$ cat src/rtl/lair_pkg.sv
package lair_pkg;
    localparam int DATA_W     = 8;
    localparam int NSRC       = 3;
    localparam int SRC_NOACT  = 0;
    localparam int SRC_RLOS   = 1;
    localparam int SRC_RLOL   = 2;
    localparam int BIT_ALOS   = 4;
    localparam int BIT_DLOS   = 5;
    localparam int BIT_PRBS   = 6;

    typedef enum logic [0:0] {
        MON_LIVE   = 1'b0,
        MON_SILENT = 1'b1
    } mon_state_t;
endpackage

$ cat src/rtl/lair_activity_mon.sv
module lair_activity_mon #(
    parameter int QUIET_LEN = 128
) (
    input  logic clk,
    input  logic rst_n,
    input  logic line_pos,
    input  logic line_neg,
    output logic no_act
);
    import lair_pkg::*;

    localparam int CNT_W = $clog2(QUIET_LEN + 1);
    localparam logic [CNT_W-1:0] LAST = CNT_W'(QUIET_LEN - 1);

    mon_state_t       state, state_n;
    logic [CNT_W-1:0] cnt, cnt_n;
    logic             pulse_q;

    always_ff @(posedge clk) begin
        if (!rst_n) pulse_q <= 1'b0;
        else        pulse_q <= line_pos | line_neg;
    end

    always_ff @(posedge clk) begin
        if (!rst_n) begin
            state <= MON_LIVE;
            cnt   <= '0;
        end else begin
            state <= state_n;
            cnt   <= cnt_n;
        end
    end

    always_comb begin
        state_n = state;
        cnt_n   = cnt;
        unique case (state)
            MON_LIVE: begin
                if (pulse_q) begin
                    cnt_n = '0;
                end else if (cnt == LAST) begin
                    state_n = MON_SILENT;
                    cnt_n   = '0;
                end else begin
                    cnt_n = cnt + 1'b1;
                end
            end
            MON_SILENT: begin
                cnt_n = '0;
                if (pulse_q) state_n = MON_LIVE;
            end
            default: begin
                state_n = MON_LIVE;
                cnt_n   = '0;
            end
        endcase
    end

    always_comb begin
        no_act = (state == MON_SILENT);
    end
endmodule

$ cat src/rtl/lair_chan_regs.sv
module lair_chan_regs
    import lair_pkg::*;
(
    input  logic              clk,
    input  logic              rst_n,
    input  logic              no_act,
    input  logic              rx_los,
    input  logic              rx_lol,
    input  logic              ana_los,
    input  logic              dig_los,
    input  logic              prbs_unsync,
    input  logic              wr_ena,
    input  logic [NSRC-1:0]   wdata,
    input  logic              rd_stat,
    output logic [NSRC-1:0]   ena,
    output logic [NSRC-1:0]   stat,
    output logic [NSRC-1:0]   alm_now,
    output logic [DATA_W-1:0] alm_byte
);
    logic            rlos_q, rlol_q, alos_q, dlos_q, prbs_q;
    logic [NSRC-1:0] alm_prev, chg;

    always_ff @(posedge clk) begin
        if (!rst_n) begin
            rlos_q <= 1'b0;
            rlol_q <= 1'b0;
            alos_q <= 1'b0;
            dlos_q <= 1'b0;
            prbs_q <= 1'b0;
        end else begin
            rlos_q <= rx_los;
            rlol_q <= rx_lol;
            alos_q <= ana_los;
            dlos_q <= dig_los;
            prbs_q <= prbs_unsync;
        end
    end

    always_comb begin
        alm_now            = '0;
        alm_now[SRC_NOACT] = no_act;
        alm_now[SRC_RLOS]  = rlos_q;
        alm_now[SRC_RLOL]  = rlol_q;
        chg                = alm_now ^ alm_prev;
    end

    always_ff @(posedge clk) begin
        if (!rst_n) begin
            ena      <= '0;
            stat     <= '0;
            alm_prev <= '0;
        end else begin
            if (wr_ena) ena <= wdata;
            stat     <= (rd_stat ? '0 : stat) | chg;
            alm_prev <= alm_now;
        end
    end

    always_comb begin
        alm_byte               = '0;
        alm_byte[NSRC-1:0]     = alm_now;
        alm_byte[BIT_ALOS]     = alos_q;
        alm_byte[BIT_DLOS]     = dlos_q;
        alm_byte[BIT_PRBS]     = prbs_q;
    end
endmodule

$ cat src/rtl/lair_bus_port.sv
module lair_bus_port
    import lair_pkg::*;
#(
    parameter int NCH       = 2,
    parameter int ADDR_W    = 8,
    parameter int CH_BASE   = 1,
    parameter int CH_STRIDE = 8
) (
    input  logic                        clk,
    input  logic                        rst_n,
    input  logic [ADDR_W-1:0]           addr,
    input  logic                        wr,
    input  logic                        rd,
    input  logic [NCH-1:0][NSRC-1:0]    ena_all,
    input  logic [NCH-1:0][NSRC-1:0]    stat_all,
    input  logic [NCH-1:0][DATA_W-1:0]  alm_all,
    output logic [NCH-1:0]              wr_ena,
    output logic [NCH-1:0]              rd_stat,
    output logic [DATA_W-1:0]           rdata
);
    localparam int PAD_W = DATA_W - NSRC;

    logic [NCH-1:0]    hit_ena, hit_stat, hit_alm;
    logic [DATA_W-1:0] rd_val;

    for (genvar c = 0; c < NCH; c++) begin : g_dec
        localparam logic [ADDR_W-1:0] A_ENA  = ADDR_W'(CH_BASE + c * CH_STRIDE);
        localparam logic [ADDR_W-1:0] A_STAT = ADDR_W'(CH_BASE + c * CH_STRIDE + 1);
        localparam logic [ADDR_W-1:0] A_ALM  = ADDR_W'(CH_BASE + c * CH_STRIDE + 2);
        assign hit_ena[c]  = (addr == A_ENA);
        assign hit_stat[c] = (addr == A_STAT);
        assign hit_alm[c]  = (addr == A_ALM);
        assign wr_ena[c]   = wr & hit_ena[c];
        assign rd_stat[c]  = rd & hit_stat[c];
    end

    always_comb begin
        rd_val = '0;
        for (int c = 0; c < NCH; c++) begin
            if (hit_ena[c])  rd_val = {{PAD_W{1'b0}}, ena_all[c]};
            if (hit_stat[c]) rd_val = {{PAD_W{1'b0}}, stat_all[c]};
            if (hit_alm[c])  rd_val = alm_all[c];
        end
    end

    always_ff @(posedge clk) begin
        if (!rst_n)  rdata <= '0;
        else if (rd) rdata <= rd_val;
    end
endmodule

$ cat src/rtl/lair_alarm_bank.sv
module lair_alarm_bank
    import lair_pkg::*;
#(
    parameter int NCH       = 2,
    parameter int ADDR_W    = 8,
    parameter int CH_BASE   = 1,
    parameter int CH_STRIDE = 8,
    parameter int QUIET_LEN = 128
) (
    input  logic              clk,
    input  logic              rst_n,
    input  logic [NCH-1:0]    tmon_pos,
    input  logic [NCH-1:0]    tmon_neg,
    input  logic [NCH-1:0]    rx_los,
    input  logic [NCH-1:0]    rx_lol,
    input  logic [NCH-1:0]    ana_los,
    input  logic [NCH-1:0]    dig_los,
    input  logic [NCH-1:0]    prbs_unsync,
    input  logic [ADDR_W-1:0] bus_addr,
    input  logic              bus_wr,
    input  logic              bus_rd,
    input  logic [DATA_W-1:0] bus_wdata,
    output logic [DATA_W-1:0] bus_rdata,
    output logic              irq
);
    logic [NCH-1:0][NSRC-1:0]   ena_all, stat_all, alm_all;
    logic [NCH-1:0][DATA_W-1:0] alm_bytes;
    logic [NCH-1:0]             wr_ena, rd_stat, no_act;
    logic                       unused_wbits;

    assign unused_wbits = ^bus_wdata[DATA_W-1:NSRC];

    for (genvar c = 0; c < NCH; c++) begin : g_ch
        lair_activity_mon #(.QUIET_LEN(QUIET_LEN)) mon_i (
            .clk      (clk),
            .rst_n    (rst_n),
            .line_pos (tmon_pos[c]),
            .line_neg (tmon_neg[c]),
            .no_act   (no_act[c])
        );

        lair_chan_regs regs_i (
            .clk         (clk),
            .rst_n       (rst_n),
            .no_act      (no_act[c]),
            .rx_los      (rx_los[c]),
            .rx_lol      (rx_lol[c]),
            .ana_los     (ana_los[c]),
            .dig_los     (dig_los[c]),
            .prbs_unsync (prbs_unsync[c]),
            .wr_ena      (wr_ena[c]),
            .wdata       (bus_wdata[NSRC-1:0]),
            .rd_stat     (rd_stat[c]),
            .ena         (ena_all[c]),
            .stat        (stat_all[c]),
            .alm_now     (alm_all[c]),
            .alm_byte    (alm_bytes[c])
        );
    end

    lair_bus_port #(
        .NCH       (NCH),
        .ADDR_W    (ADDR_W),
        .CH_BASE   (CH_BASE),
        .CH_STRIDE (CH_STRIDE)
    ) bus_i (
        .clk      (clk),
        .rst_n    (rst_n),
        .addr     (bus_addr),
        .wr       (bus_wr),
        .rd       (bus_rd),
        .ena_all  (ena_all),
        .stat_all (stat_all),
        .alm_all  (alm_bytes),
        .wr_ena   (wr_ena),
        .rd_stat  (rd_stat),
        .rdata    (bus_rdata)
    );

    always_comb begin
        irq = |(ena_all & stat_all);
    end
endmodule

$ cat config.mk
export PLATFORM = sky130hd
export DESIGN_NAME = lair_alarm_bank
export DESIGN_NICKNAME = d
export VERILOG_FILES = /design/src/rtl/lair_pkg.sv /design/src/rtl/lair_activity_mon.sv /design/src/rtl/lair_chan_regs.sv /design/src/rtl/lair_bus_port.sv /design/src/rtl/lair_alarm_bank.sv
export SDC_FILE = /design/constraint.sdc
export NUM_CORES = 1
export LEC_CHECK = 0
export CAP_MARGIN = 40
export CORE_ASPECT_RATIO = 1.4
export CORE_MARGIN = 3
export CORE_UTILIZATION = 51
export CTS_BUF_LIST = sky130_fd_sc_hd__clkbuf_16
export CTS_CLUSTER_SIZE = 24
export DETAILED_ROUTE_END_ITERATION = 6
export PLACE_DENSITY = 0.83
export SYNTH_ARGS = -nofsm -noshare
export SYNTH_HDL_FRONTEND = slang
export SYNTH_SLANG_ARGS = --single-unit
$ cat constraint.sdc
create_clock -name clk -period 2.1 [get_ports clk]
set_clock_uncertainty 0.05 [all_clocks]
set_input_delay 0.525 -clock clk [delete_from_list [all_inputs] [get_ports clk]]
set_output_delay 0.525 -clock clk [all_outputs]
set_load 0.01 [all_outputs]
**Word level (Yosys, flattened, before mapping)**

Index checks and enable logic that the tools add are counted.

- Register bits: 56
- Bits of input ports: 34
- Output and inout bits: 9
- Word-level logic and storage cells: 69

- Add/sub/neg operators: 2
- Equality and inequality tests: 8
- Muxes and demuxes: 22
- Bitwise gates (word level): 13
- Reductions and logical operators: 1

Operators with widths:

| kind | count |
|---|---|
| $mux W8 | 4 |
| $pmux W8 S2 | 2 |
| $mux W7 | 4 |
| $eq A8 B4 Y1 const B | 3 |
| $add A8 B1 Y8 const B | 2 |
| $eq A8 B2 Y1 const B | 2 |
| $eq A8 B7 Y1 const B | 2 |
| $mux W3 | 4 |
| $eq A8 B1 Y1 const B | 1 |
| $and A6 B6 Y6 | 1 |
| $mux W1 | 6 |
| $or A3 B3 Y3 | 2 |
| $reduce_or A6 Y1 | 1 |
| $xor A3 B3 Y3 | 2 |
| $and A1 B1 Y1 | 4 |
| $pmux W1 S2 | 2 |
| $not A1 Y1 | 2 |
| $or A1 B1 Y1 | 2 |

**Depth between registers and ports, before layout**

- Word-level depth: 7
- Gate-level depth with buffers: 5
- Mapped depth without buffers: 5

**Cells and area by module**

From an unflattened synthesis, not the netlist that was laid out.

- Cells, all modules: 267
- Area, all modules: 2,565.0 sq um

Modules (own cells, without submodules):

| module | times used | cells each | area each (sq um) | seq. area each (sq um) |
|---|---|---|---|---|
| lair_chan_regs | 2 | 50 | 538.0 | 280.3 |
| lair_activity_mon | 2 | 42 | 406.6 | 200.2 |
| lair_bus_port | 1 | 79 | 648.1 | 160.2 |
| lair_alarm_bank | 1 | 4 | 27.5 | 0.0 |

**Least setup slack after synthesis**

No wires, ideal clock.

- Kind: input-to-reg
- From: input port bus_addr[5]
- To: register g_ch[0].regs_i.ena[0]
- Setup time: 72 ps
- Data arrival time: 1,524 ps
- Required time: 1,978 ps
- Setup slack: 455 ps
- Stages: 5
- Cells stage by stage: or3_4 -> nor4_4 -> and2_1 -> buf_4 -> mux2i_1

- Word-level cells in the longest chain between the ends: 2

RTL lines:

| element | RTL line | RTL |
|---|---|---|
| start: declaration | lair_alarm_bank.sv:19 | `input logic [ADDR_W-1:0] bus_addr,` |
| $eq A8 B1 Y1 | lair_bus_port.sv:30 | `assign hit_ena[c] = (addr == A_ENA);` |
| $and A1 B1 Y1 | lair_bus_port.sv:33 | `assign wr_ena[c] = wr & hit_ena[c];` |
| end signal: assignment | lair_chan_regs.sv:53 | `if (wr_ena) ena <= wdata;` |
| end: declaration | lair_chan_regs.sv:15 | `output logic [NSRC-1:0] ena,` |

No other way between the ends.
A chain may end at the register's enable or synchronous reset.

**Worst setup path after layout**

- From: register g_ch[1].regs_i.stat[1]
- To: output port irq

- Word-level cells in the longest chain between the ends: 2

RTL lines:

| element | RTL line | RTL |
|---|---|---|
| start: declaration | lair_chan_regs.sv:16 | `output logic [NSRC-1:0] stat,` |
| start signal: assignment | lair_chan_regs.sv:54 | `stat <= (rd_stat ? '0 : stat) \| chg;` |
| $and A6 B6 Y6 | lair_alarm_bank.sv:81 | `irq = \|(ena_all & stat_all);` |
| $reduce_or A6 Y1 | lair_alarm_bank.sv:81 |  |
| end: declaration | lair_alarm_bank.sv:24 | `output logic irq` |

No other way between the ends.

==> impl_metrics.env <==
export IMPL_io_buffer_count=35
export IMPL_worstPathCellList="a22oi_1 > nand3_1 > clkdlybuf4s50_1"
export IMPL_gr_total_overflow=0
export IMPL_holdBufCountCts=0
export IMPL_synth_seq_cells=54
export IMPL_die_y_um=84.50
export IMPL_cts_resized_gates=0
export IMPL_max_stage_delay_ns=0.49
export IMPL_postCtsSetupRepairBufs=0
export IMPL_dieArea_um2=5245
export IMPL_n_antenna_cell=0
export IMPL_required_ns=1.52
export IMPL_dp_cells=324
export IMPL_worstSetupPathType="flip-flop to output port"
export IMPL_finalHoldViolations=0
export IMPL_grt_max_degree=42
export IMPL_drt_iter0_drc=63
export IMPL_drt_wl_total_um=4244
export IMPL_synth_edf_count=0
export IMPL_netlist_area_um2=2245
export IMPL_cts_root_buffer="clkbuf_16"
export IMPL_critPathCaptureType="output port"
export IMPL_drv_slew=0
export IMPL_synth_top_cell_by_area="dfxtp_1"
export IMPL_critical_path_slowest_cell="clkdlybuf4s50_1"
export IMPL_ant_nets=0
export IMPL_antenna_found_initial=0
export IMPL_start_util_pct=54.91
export IMPL_numClockSinks=54
export IMPL_synthTopCellsByArea="dfxtp_1 (48%), and2_1 (5.0%), mux2i_1 (4.0%), nor2b_1 (3.9%), xor2_1 (3.9%)"
export IMPL_grt_pass1_vias=1758
export IMPL_hold_class="flip-flop to flip-flop"
export IMPL_io_pins=43
export IMPL_p_per_area_nw_per_um2=746.9
export IMPL_first_pass_iters=4
export IMPL_hpwl_um=3068
export IMPL_fmaxAchievable_mhz=498.0
export IMPL_num_vias=1716
export IMPL_cts_clk_slew_worst_paths_ns=0.06
export IMPL_grt_pass1_wl_um=7293
export IMPL_fin_cells=331
export IMPL_synthCells=231
export IMPL_avgSynthCellArea_um2=9.717
export IMPL_row_count=27
export IMPL_insertion_delay_ns=0.29
export IMPL_nets=309
export IMPL_crit_arrival_ns=1.43
export IMPL_drive_gt1_share_pct=7.692
export IMPL_drc_errors=0
export IMPL_ys_seq_area_share_pct=48.16
export IMPL_yosys_cell_types_count=36
export IMPL_synthArstFlopShare_pct=0
export IMPL_gp_congestion=0.8987
export IMPL_setup_viol=0
export IMPL_groute_usage_overall_pct=18.25
export IMPL_cp_start_kind="flip-flop"
export IMPL_synth_top_cell_area_share_pct=48.16
export IMPL_peakVddDrop_v=0.0006385
export IMPL_yosysWarnings=0
export IMPL_worstPathMaxFanout=4
export IMPL_rsz0062_at_grt="no"
export IMPL_htreeDepth=2
export IMPL_fin_setup_tns_ns=0
export IMPL_placed_area_um2=2698
export IMPL_core_region_area_um2=4088
export IMPL_cts_tree="built"
export IMPL_status="finished, final reports clean"
export IMPL_max_cap_viol_count=0
export IMPL_final_design_area_no_fill_um2=2856
export IMPL_routedWlPerCell_um=12.82
export IMPL_n_fill_cell=336
export IMPL_cts_buffer_depth=2
export IMPL_final_util_pct=69.88
export IMPL_period_minus_slack_ns=2.008
export IMPL_area_delta_synth_final_pct=27.26
export IMPL_min_period_over_period_pct=95.62
export IMPL_p_leak_nw=1.105
export IMPL_fp_dieW_um=62.07
export IMPL_cts_buffers=5
export IMPL_synth_flop_cell="dfxtp_1"
export IMPL_finalPower_mw=2.134
export IMPL_vias_per_cell=5.184
-- worst max-delay path, delay by kind of cell (launching register included) --
kind                   cells  cell delay, ns
buffers and inverters      1            0.49
flip-flops                 1            0.34
AO/OA/AOI/OAI              1            0.20
AND/OR/NAND/NOR            1            0.11
-- cells by family (layout without fill, tap and decap cells) --
kind of cell / after synthesis / in the layout / share of synthesized area [%]
xor+xnor: 18 / 18 / 7.023
other cells: 1 / 2 / 0.1671
flops: 54 / 54 / 48.16
simple gates: 98 / 98 / 25.31
buf+inv: 12 / 53 / 2.731
mux: 12 / 12 / 5.518
fa+ha+maj: 2 / 2 / 1.115
compound gates: 34 / 34 / 9.978
-- state kept, by name (all words and copies together), names as in the netlist --
name / count
g_ch.mon_i.pulse_q: 2
g_ch.regs_i.rlos_q: 2
g_ch.regs_i.prbs_q: 2
g_ch.regs_i.stat: 6
bus_i.rdata: 6
g_ch.regs_i.ena: 6
g_ch.regs_i.alos_q: 2
g_ch.mon_i.cnt: 16
g_ch.mon_i.no_act: 2
g_ch.regs_i.rlol_q: 2
g_ch.regs_i.alm_prev: 6
g_ch.regs_i.dlos_q: 2
-- per-layer routing --
metal  part of all wire, %  routed length (um)  vias up  global-route usage [%]
met2                    51                2147       34                   30.28
li1                      -                   -      875                       -
met4                   2.5                 106        0                   8.687
met5                     0                   0        -                       0
met1                    41                1761      798                   20.60
met3                   5.4                 229        9                   5.077
-- stage by stage --
stage               hold slack [ns]  setup WS, ns
floorplan                    0.3383        0.4549
global route                 0.3788       0.03681
global placement             0.3447      -0.01890
finish                       0.3574       0.09196
detailed placement           0.3492      -0.03575
CTS                          0.3579       0.08854
-- Yosys cell counts (all sizes together), types with 4 or more instances --
| library cell | number |
|---|---|
| a21oi | 12 |
| and2 | 18 |
| and3 | 4 |
| buf | 5 |
| clkbuf | 5 |
| dfxtp | 54 |
| mux2i | 9 |
| nand2 | 11 |
| nand2b | 7 |
| nand3 | 9 |
| nand4 | 5 |
| nor2 | 16 |
| nor2b | 14 |
| nor3 | 4 |
| xnor2 | 8 |
| xor2 | 10 |
-- layout by cell type, fill, tap and decap left out, drive strengths merged, types with 4 or more instances in the layout --
cell type and count:
xnor2 8, and3 4, nand3 9, nor3 4, a21oi 12, nand4 5, nor2b 14, nor2 16
clkbuf 5, xor2 10, nand2b 7, buf 9, mux2i 9, clkdlybuf4s50 35, and2 18, nand2 11
dfxtp 54
-- where the power goes --
part	internal, mW	switching [mW]
Sequential	1.05	0.0195
Combinational	0.104	0.0740
Clock	0.551	0.332
Total	1.71	0.425
-- cell type report --
type,count,area (um2),area share (%)
Multi-Input combinational cell,166,1106,38.72
Sequential cell,54,1081,37.85
Timing Repair Buffer,44,430.4,15.07
Clock buffer,5,125.1,4.380
Tap cell,58,72.57,2.541
Clock inverter,2,33.78,1.183
Inverter,2,7.507,0.2628
-- worst paths after layout --
kind / cells past startpoint / endpoint / start / slack, ns
hold reg to reg: 1 / g_ch[1].mon_i.no_act / g_ch[1].mon_i.pulse_q / 0.36
hold / removal: 1 / g_ch[1].mon_i.no_act / g_ch[1].mon_i.pulse_q / 0.36
setup / recovery: 3 / irq / g_ch[1].regs_i.stat[1] / 0.09
setup reg to reg: 5 / g_ch[0].mon_i.cnt[3] / g_ch[0].mon_i.cnt[0] / 0.46
(Power assumes the default switching activity.)
